**config.mk**
```make
export PLATFORM = sky130hd
export DESIGN_NAME = evtmon_top
export DESIGN_NICKNAME = d
export VERILOG_FILES = /design/src/rtl/evtmon_pkg.sv /design/src/rtl/evtmon_ctrl.sv /design/src/rtl/evtmon_chan.sv /design/src/rtl/evtmon_regs.sv /design/src/rtl/evtmon_top.sv
export SDC_FILE = /design/constraint.sdc
export NUM_CORES = 1
export LEC_CHECK = 0
export ABC_AREA = 1
export ABC_CLOCK_PERIOD_IN_PS = 1900
export BUFFER_PORTS_ARGS = -buffer_cell sky130_fd_sc_hd__buf_2
export CAP_MARGIN = 20
export CORE_ASPECT_RATIO = 1.5
export CORE_MARGIN = 10
export CORE_UTILIZATION = 39
export DETAILED_ROUTE_END_ITERATION = 10
export PLACE_DENSITY_LB_ADDON = 0.2
export SYNTH_ARGS = -nofsm -noshare
export SYNTH_HDL_FRONTEND = slang
export SYNTH_SLANG_ARGS = --single-unit
```
**constraint.sdc**
```tcl
create_clock -name clk -period 1.9 [get_ports clk]
set_clock_uncertainty 0.1 [all_clocks]
set_input_delay 0.19 -clock clk [delete_from_list [all_inputs] [get_ports clk]]
set_output_delay 0.19 -clock clk [all_outputs]
set_load 0.03 [all_outputs]
```
**src/rtl/evtmon_pkg.sv**
```systemverilog
package evtmon_pkg;
    localparam int NUM_CH       = 2;
    localparam int REG_W        = 32;
    localparam int CTL_RUN_BIT  = 0;
    localparam int CTL_LOAD_BIT = 1;
    localparam int CTL_CLR_BIT  = 2;
    localparam int CMD_W        = 3;
    localparam int SEL0_LSB     = 0;
    localparam int SEL1_LSB     = 8;
    localparam int UP0_LSB      = 16;
    localparam int UP1_LSB      = 24;

    typedef enum logic [1:0] {
        ADDR_SELSTAT = 2'd0,
        ADDR_CTRL    = 2'd1,
        ADDR_LOW0    = 2'd2,
        ADDR_LOW1    = 2'd3
    } reg_addr_e;

    typedef enum logic {
        ST_STOP = 1'b0,
        ST_RUN  = 1'b1
    } run_state_e;
endpackage

```
**src/rtl/evtmon_ctrl.sv**
```systemverilog
module evtmon_ctrl
    import evtmon_pkg::*;
(
    input  logic             clk,
    input  logic             rst_n,
    input  logic             wr_valid,
    input  logic [1:0]       wr_addr,
    input  logic [CMD_W-1:0] wr_cmd,
    output logic             run_o,
    output logic             clr_o,
    output logic             load_o
);
    run_state_e state_q;
    run_state_e state_d;
    logic       ctl_wr;

    assign ctl_wr = wr_valid && (wr_addr == ADDR_CTRL);

    // next-state logic
    always_comb begin
        state_d = state_q;
        unique case (state_q)
            ST_STOP: if (ctl_wr &&  wr_cmd[CTL_RUN_BIT]) state_d = ST_RUN;
            ST_RUN:  if (ctl_wr && !wr_cmd[CTL_RUN_BIT]) state_d = ST_STOP;
            default: state_d = ST_STOP;
        endcase
    end

    // state register
    always_ff @(posedge clk or negedge rst_n) begin
        if (!rst_n) state_q <= ST_STOP;
        else        state_q <= state_d;
    end

    // outputs
    always_comb begin
        run_o  = (state_q == ST_RUN);
        clr_o  = ctl_wr && wr_cmd[CTL_CLR_BIT];
        load_o = ctl_wr && wr_cmd[CTL_LOAD_BIT];
    end
endmodule

```
**src/rtl/evtmon_chan.sv**
```systemverilog
module evtmon_chan #(
    parameter int NUM_EVT = 128,
    parameter int SEL_W   = 8,
    parameter int CNT_W   = 40
) (
    input  logic               clk,
    input  logic               rst_n,
    input  logic [NUM_EVT-1:0] evt_i,
    input  logic [SEL_W-1:0]   sel_i,
    input  logic               run_i,
    input  logic               clr_i,
    input  logic               load_i,
    output logic [CNT_W-1:0]   cnt_o,
    output logic [CNT_W-1:0]   shd_o
);
    localparam int IDX_W = (NUM_EVT > 1) ? $clog2(NUM_EVT) : 1;

    logic             hit;
    logic [CNT_W-1:0] cnt_q;
    logic [CNT_W-1:0] cnt_nx;
    logic [CNT_W-1:0] shd_q;

    // event picker: codes beyond the vector select nothing
    always_comb begin
        hit = 1'b0;
        if (32'(sel_i) < NUM_EVT) hit = evt_i[sel_i[IDX_W-1:0]];
    end

    always_comb begin
        if (clr_i)              cnt_nx = '0;
        else if (run_i && hit)  cnt_nx = cnt_q + CNT_W'(1);
        else                    cnt_nx = cnt_q;
    end

    always_ff @(posedge clk or negedge rst_n) begin
        if (!rst_n) begin
            cnt_q <= '0;
            shd_q <= '0;
        end else begin
            cnt_q <= cnt_nx;
            if (load_i) shd_q <= cnt_nx;
        end
    end

    assign cnt_o = cnt_q;
    assign shd_o = shd_q;
endmodule

```
**src/rtl/evtmon_regs.sv**
```systemverilog
module evtmon_regs
    import evtmon_pkg::*;
#(
    parameter int SEL_W = 8,
    parameter int CNT_W = 40,
    parameter int LOW_W = 32
) (
    input  logic             clk,
    input  logic             rst_n,
    input  logic             wr_valid,
    input  logic [1:0]       wr_addr,
    input  logic [15:0]      wr_sel,
    input  logic             rd_valid,
    input  logic [1:0]       rd_addr,
    input  logic             run_i,
    input  logic [CNT_W-1:0] shd0_i,
    input  logic [CNT_W-1:0] shd1_i,
    output logic [SEL_W-1:0] sel0_o,
    output logic [SEL_W-1:0] sel1_o,
    output logic [REG_W-1:0] rd_data
);
    localparam int UP_W = CNT_W - LOW_W;

    logic [SEL_W-1:0] sel0_q, sel1_q;
    logic [REG_W-1:0] selstat_w;
    logic [REG_W-1:0] rd_nx;

    always_ff @(posedge clk or negedge rst_n) begin
        if (!rst_n) begin
            sel0_q <= '0;
            sel1_q <= '0;
        end else if (wr_valid && wr_addr == ADDR_SELSTAT) begin
            sel0_q <= wr_sel[SEL0_LSB +: SEL_W];
            sel1_q <= wr_sel[SEL1_LSB +: SEL_W];
        end
    end

    always_comb begin
        selstat_w = '0;
        selstat_w[SEL0_LSB +: SEL_W] = sel0_q;
        selstat_w[SEL1_LSB +: SEL_W] = sel1_q;
        selstat_w[UP0_LSB +: UP_W]   = shd0_i[CNT_W-1:LOW_W];
        selstat_w[UP1_LSB +: UP_W]   = shd1_i[CNT_W-1:LOW_W];
    end

    always_comb begin
        unique case (reg_addr_e'(rd_addr))
            ADDR_SELSTAT: rd_nx = selstat_w;
            ADDR_CTRL:    rd_nx = REG_W'(run_i);
            ADDR_LOW0:    rd_nx = REG_W'(shd0_i[LOW_W-1:0]);
            ADDR_LOW1:    rd_nx = REG_W'(shd1_i[LOW_W-1:0]);
            default:      rd_nx = '0;
        endcase
    end

    always_ff @(posedge clk or negedge rst_n) begin
        if (!rst_n)        rd_data <= '0;
        else if (rd_valid) rd_data <= rd_nx;
    end

    assign sel0_o = sel0_q;
    assign sel1_o = sel1_q;
endmodule

```
**src/rtl/evtmon_top.sv**
```systemverilog
module evtmon_top
    import evtmon_pkg::*;
#(
    parameter int NUM_EVT = 128,
    parameter int SEL_W   = 8,
    parameter int CNT_W   = 40,
    parameter int LOW_W   = 32
) (
    input  logic               clk,
    input  logic               rst_n,
    input  logic [NUM_EVT-1:0] evt_i,
    input  logic               wr_valid,
    input  logic [1:0]         wr_addr,
    input  logic [31:0]        wr_data,
    input  logic               rd_valid,
    input  logic [1:0]         rd_addr,
    output logic [31:0]        rd_data
);
    logic             run_w, clr_w, load_w;
    logic [SEL_W-1:0] sel_w [NUM_CH];
    logic [CNT_W-1:0] cnt_w [NUM_CH];
    logic [CNT_W-1:0] shd_w [NUM_CH];
    logic             unused_wdata;

    assign unused_wdata = ^wr_data[31:16];

    evtmon_ctrl ctrl_i (
        .clk     (clk),
        .rst_n   (rst_n),
        .wr_valid(wr_valid),
        .wr_addr (wr_addr),
        .wr_cmd  (wr_data[CMD_W-1:0]),
        .run_o   (run_w),
        .clr_o   (clr_w),
        .load_o  (load_w)
    );

    for (genvar c = 0; c < NUM_CH; c++) begin : g_chan
        evtmon_chan #(
            .NUM_EVT(NUM_EVT),
            .SEL_W  (SEL_W),
            .CNT_W  (CNT_W)
        ) chan_i (
            .clk   (clk),
            .rst_n (rst_n),
            .evt_i (evt_i),
            .sel_i (sel_w[c]),
            .run_i (run_w),
            .clr_i (clr_w),
            .load_i(load_w),
            .cnt_o (cnt_w[c]),
            .shd_o (shd_w[c])
        );
    end

    evtmon_regs #(
        .SEL_W(SEL_W),
        .CNT_W(CNT_W),
        .LOW_W(LOW_W)
    ) regs_i (
        .clk     (clk),
        .rst_n   (rst_n),
        .wr_valid(wr_valid),
        .wr_addr (wr_addr),
        .wr_sel  (wr_data[15:0]),
        .rd_valid(rd_valid),
        .rd_addr (rd_addr),
        .run_i   (run_w),
        .shd0_i  (shd_w[0]),
        .shd1_i  (shd_w[1]),
        .sel0_o  (sel_w[0]),
        .sel1_o  (sel_w[1]),
        .rd_data (rd_data)
    );
endmodule

```
Word level (Yosys, flattened, before mapping)

Cells that the tools add are included.
Widths: inputs -> output; s select.

Muxes and demuxes: 14
$lt $le $gt $ge: 4
Bitwise operators: 1
Reductions and logical operators: 11
Equality and inequality tests: 4
Add/sub/neg operators: 2

Operator list:

| kind                  | count |
|---|---|
| $mux 40               | 4 |
| $pmux 32 s4           | 1 |
| $add 40x1->40 const B | 2 |
| $lt 7x8->1 const B    | 2 |
| $lt 8x8->1 const B    | 2 |
| $bmux 1 s7            | 2 |
| $logic_and 1x1->1     | 8 |
| $mux 1                | 6 |
| $eq 2x1->1 const B    | 2 |
| $eq 2x2->1 const B    | 2 |
| $logic_not 2->1       | 2 |
| $pmux 1 s2            | 1 |
| $logic_not 1->1       | 1 |
| $not 1->1             | 1 |

Input port bits: 168
Word-level logic and storage cells: 44
Register bits: 209

Depth between registers and ports, before layout

Depth in word-level cells: 6
Gate-level depth with buffers: 19

Cells and area by module

A second synthesis with hierarchy kept.

Cell total of the unflattened synthesis: 2187
Area, all modules: 14310.0 µm²

Modules (own cells, without submodules):

| module      | times used | area each (µm²) | cells each |
|---|---|---|---|
| evtmon_chan | 2          | 5834.3          | 911 |
| evtmon_regs | 1          | 2573.7          | 355 |
| evtmon_ctrl | 1          | 67.6            | 10 |

Least setup slack after synthesis

No wires, ideal clock.

Kind: register to register
Start point: register regs_i.sel0_q[0], in the netlist regs_i.sel0_o[0]
End point: register g_chan[0].chan_i.shd_q[27]
Path buffers: 3
Setup time: 0.118 ns
Path slack: -0.202 ns
Stages on the path, launching flop included: 20
Arrival time: 1.884 ns
Cell sequence: dfrtp_1 inv_2 buf_4 buf_2 nand2_1 nand3_1 nand3_1 nand3_1 nand2_1 nand2_1 nand3_1 nand2_1 nand2_1 nand2_2 nand3_4 buf_4 nand2_1 nand2_1 nand3_1 nand2_1

Longest elaborated chain between the ends: 6

RTL lines:

| element                      | RTL line          | source |
|---|---|---|
| start: declaration           | evtmon_regs.sv:24 | `logic [SEL_W-1:0] sel0_q, sel1_q;` |
| start signal: assignment     | evtmon_regs.sv:33 | `sel0_q <= wr_sel[SEL0_LSB +: SEL_W];` |
| $bmux 1 s7                   | evtmon_chan.sv:26 | `if (32'(sel_i) < NUM_EVT) hit = evt_i[sel_i[IDX_W-1:0]];` |
| $mux 1 (not written as such) | evtmon_chan.sv:26 |  |
| $mux 1 *                     | evtmon_chan.sv:26 |  |
| $logic_and 1x1->1 *          | evtmon_chan.sv:31 | `else if (run_i && hit) cnt_nx = cnt_q + CNT_W'(1);` |
| $mux 40 *                    | evtmon_chan.sv:31 |  |
| $mux 40 *                    | evtmon_chan.sv:30 | `if (clr_i) cnt_nx = '0;` |
| end signal: assignment       | evtmon_chan.sv:41 | `if (load_i) shd_q <= cnt_nx;` |
| end: declaration             | evtmon_chan.sv:21 | `logic [CNT_W-1:0] shd_q;` |

Every way passes the cells marked *; elsewhere a longest branch is shown, timed or not. The select of a mux whose other input is x is not followed.
A chain may end at the register's enable or synchronous reset.

Worst setup path in the final report

Start point: register regs_i.sel1_q[0], in the netlist regs_i.sel1_o[0]
End point: register g_chan[1].chan_i.shd_q[33]

Longest elaborated chain between the ends: 6

RTL lines:

| element                      | RTL line          | source |
|---|---|---|
| start: declaration           | evtmon_regs.sv:24 |  |
| start signal: assignment     | evtmon_regs.sv:34 | `sel1_q <= wr_sel[SEL1_LSB +: SEL_W];` |
| $bmux 1 s7                   | evtmon_chan.sv:26 |  |
| $mux 1 (not written as such) | evtmon_chan.sv:26 |  |
| $mux 1 *                     | evtmon_chan.sv:26 |  |
| $logic_and 1x1->1 *          | evtmon_chan.sv:31 |  |
| $mux 40 *                    | evtmon_chan.sv:31 |  |
| $mux 40 *                    | evtmon_chan.sv:30 |  |
| end signal: assignment       | evtmon_chan.sv:41 |  |
| end: declaration             | evtmon_chan.sv:21 |  |

Marks and branches as above.

==> out/metrics.cfg <==
[drt]
detail_route.wirelength_um = 62100
vias = 16835
drtIter0Drc = 1731
drt-vias-per-instance = 5.63
drc_errors = 0
drtPass1Iterations = 6
final_antenna_net_count = 0
wl_per_cell_um = 20.8

[sta]
setup_viol = 160
fin_crit_ns = 2.58
fin_tns_setup_ns = -89.15
slew_viol_final = 0
max_freq_mhz = 387
worst_slack_ns = -0.684
hold_viol = 0
worst_pin_slew_ns = 0.561
max_slew_margin = 0.626
fin_hold_ws_ns = 0.0689
rsz0062_at_grt = yes
finalCritPeriodShare = 1.36

[synth]
syn-cell-area_um2 = 13800
synth_fp_nets = 2243
synth-simple-area-share = 0.453
synth_seq_cells = 209
synth-adder-area-share = 0.00182
synth_top_family_by_area = simple AND/OR/NAND/NOR gates
synth.avg_cell_area_um2 = 6.64
yosys_warnings = 0
syn_inst = 2073
yosysUniqueCellTypes = 27
synth_compound_area_frac = 0.0555
synth_mux_area_frac = 0
synth-xor-area-share = 0.0420
synth_seq_area_share = 0.380

[critical_path]
path_max_fanout = 8
worstPathRequired_ns = 2.23
critPathCaptureType = flop
reg2reg_from = regs_i.sel1_o[0]
rrSetupSlack_ns = -0.68
worstSetupStartpointType = flop
r2r-end = g_chan[1].chan_i.shd_o[33]
arrival_ns = 2.91
worstRegToRegCells = 19
crit_type = reg -> reg

[final_layout]
drive_gt1_frac = 0.376
fin_nets = 2670
num_antenna_cells = 0
instances_no_fill = 2989
final_cell_mix = nand2_1, buf_4, dfrtp_1
regArea_um2 = 5230
layout_commonest_cell = nand2_1
multi_input_area_um2 = 9340
nFillCells = 3209
finish.utilization = 0.600
syn2layout_area_growth_pct = 52.5

[clocking]
htreeDepth = 1
cts-root-buf = clkbuf_16
cts_tree = yes
cts_num_sinks = 209
clkTransAtPathRegs_ns = 0.06
clkLatencyLatePin_ns = 0.54
cts-buffers-inserted = 22
cts_buffer_depth = 3

[job]
maxCapViolCount = 0

[global_route]
antenna_found_initial = 0
met3_usage = 0.0340
grtUsageMet1 = 0.295
grt_overflow = 0
grt_use_total = 0.264
busiest_layer = met2
grt_pass1_vias = 16483
grt_max_degree = 75
gr-usage-met2 = 0.479
grt_pass1_wl_um = 92700

[placed_design]
routabilityCongestion = 0.960
dp_hpwl_um = 43200
io_buffers = 183
dp.cells = 2885

[floorplan]
core_area_um2 = 35000
die-area_um2 = 43400
initial_core_util = 0.393
rows = 84
die_h_um = 250
die_w_um = 173
io_pins = 200

[power_and_ir_drop]
ir_drop_mv = 0.603
p_leak_nw = 10.1
powerDensity_nw_per_um2 = 763

[outcome]
run_status = finished with violations
violations = setup timing

[worst_hold_path]
hp-class = in -> async

==> sequential cells by signal, indices dropped and copies added (netlist names), named ones only <==
name and flops:
g_chan.chan_i.shd_o 80, regs_i.sel1_o 8, g_chan.chan_i.cnt_o 80, regs_i.sel0_o 8, regs_i.rd_data 32
==> power breakdown <==
part / leakage (nW) / internal, mW / switching, mW / total [mW]
logic: 6.97 / 2.75 / 3.67 / 6.42
clock network: 0.381 / 2.70 / 1.93 / 4.64
registers: 2.79 / 4.73 / 0.226 / 4.96
total: 10.1 / 10.2 / 5.83 / 16.0
==> metrics by stage <==
| step | total power, mW | instance area [um2] | setup slack (ns) |
|---|---|---|---|
| after floorplan | 7.47 | 14000 | -0.132 |
| after global placement | 9.39 | 17400 | -0.665 |
| after detailed placement | 9.42 | 17400 | -0.680 |
| after CTS | 15.0 | 19200 | -0.665 |
| after global routing | 16.6 | 21000 | -0.784 |
| final | 16.0 | 21000 | -0.684 |
==> cell usage after synthesis <==
library cell  instances  area [um2]
ha_1                  2        25.0
clkbuf_1             64         240
buf_2                38         190
clkinv_1              3        11.3
nand4_1             104         651
xnor2_1              28         245
buf_1                10        37.5
nand3_1             337        1690
nand3_4               2        35.0
o21ai_0               3        15.0
nand2_4               1        11.3
inv_2                 4        15.0
nor4_1               15        93.8
and3_1                6        37.5
a31oi_1              20         125
a21oi_1             102         510
o21bai_1              1        7.51
nor3_1               32         160
inv_1                74         278
nand2_2               1        6.26
xor2_1               38         333
nand2_1             810        3040
buf_4                21         158
dfrtp_1             209        5230
nor2_1              135         507
and2_1                1        6.26
a41oi_1              12         105
==> cell families after synthesis <==
group                      Yosys count
and+or+nand+nor                   1444
xor gates and xnor gates            66
adders and majority gates            2
DFF                                209
buffers and inverters              214
AOI/OAI and AO/OA                  138
==> worst max path at each step <==
stage                                       to  depth (start not counted)  slack [ns]        startpoint
floorplan           g_chan[0].chan_i.shd_o[27]                         19       -0.13  regs_i.sel0_o[0]
global placement    g_chan[1].chan_i.shd_o[33]                         19       -0.67  regs_i.sel1_o[0]
detailed placement  g_chan[1].chan_i.shd_o[21]                         19       -0.68  regs_i.sel1_o[0]
CTS                 g_chan[1].chan_i.shd_o[37]                         19       -0.66  regs_i.sel1_o[0]
global route        g_chan[1].chan_i.shd_o[30]                         19       -0.78  regs_i.sel1_o[0]
finish              g_chan[1].chan_i.shd_o[33]                         19       -0.68  regs_i.sel1_o[0]
==> routing by layer <==
metal,wire [um],vias to the layer above
li1,-,7749
met1,22600,8069
met2,31900,785
met3,3880,232
met4,3660,0
met5,0,-
==> critical path, stage by stage, from the launching register on <==
cell and delay, ns:
dfrtp_2 0.43, buf_6 0.15, buf_12 0.15, buf_12 0.16, nand2_1 0.07, nand3_1 0.11
nand3_2 0.08, nand3_2 0.07, nand2_2 0.06, nand2_1 0.05, nand3_1 0.08, nand2_2 0.07
nand2_2 0.06, nand2_4 0.10, nand3_4 0.21, buf_12 0.24, nand2_4 0.07, nand2_2 0.09
nand3_2 0.07, nand2_1 0.05
==> layout make-up <==
type                            count  area share
Timing Repair Buffer              536       0.226
Sequential cell                   209       0.249
Multi-Input combinational cell   1650       0.445
Clock buffer                       31      0.0312
Tap cell                          473      0.0282
Inverter                           81      0.0150
Clock inverter                      9     0.00584
==> what timing repair did <==
action	in CTS	in global routing
hold buffers	21	0
setup buffers	15	7
endpoints found under the hold margin	227	0
resized for setup	69	420
gates cloned	16	9
pin swaps	57	101
setup endpoints to repair	160	161
No activity file was read; power rests on OpenSTA's default activity.
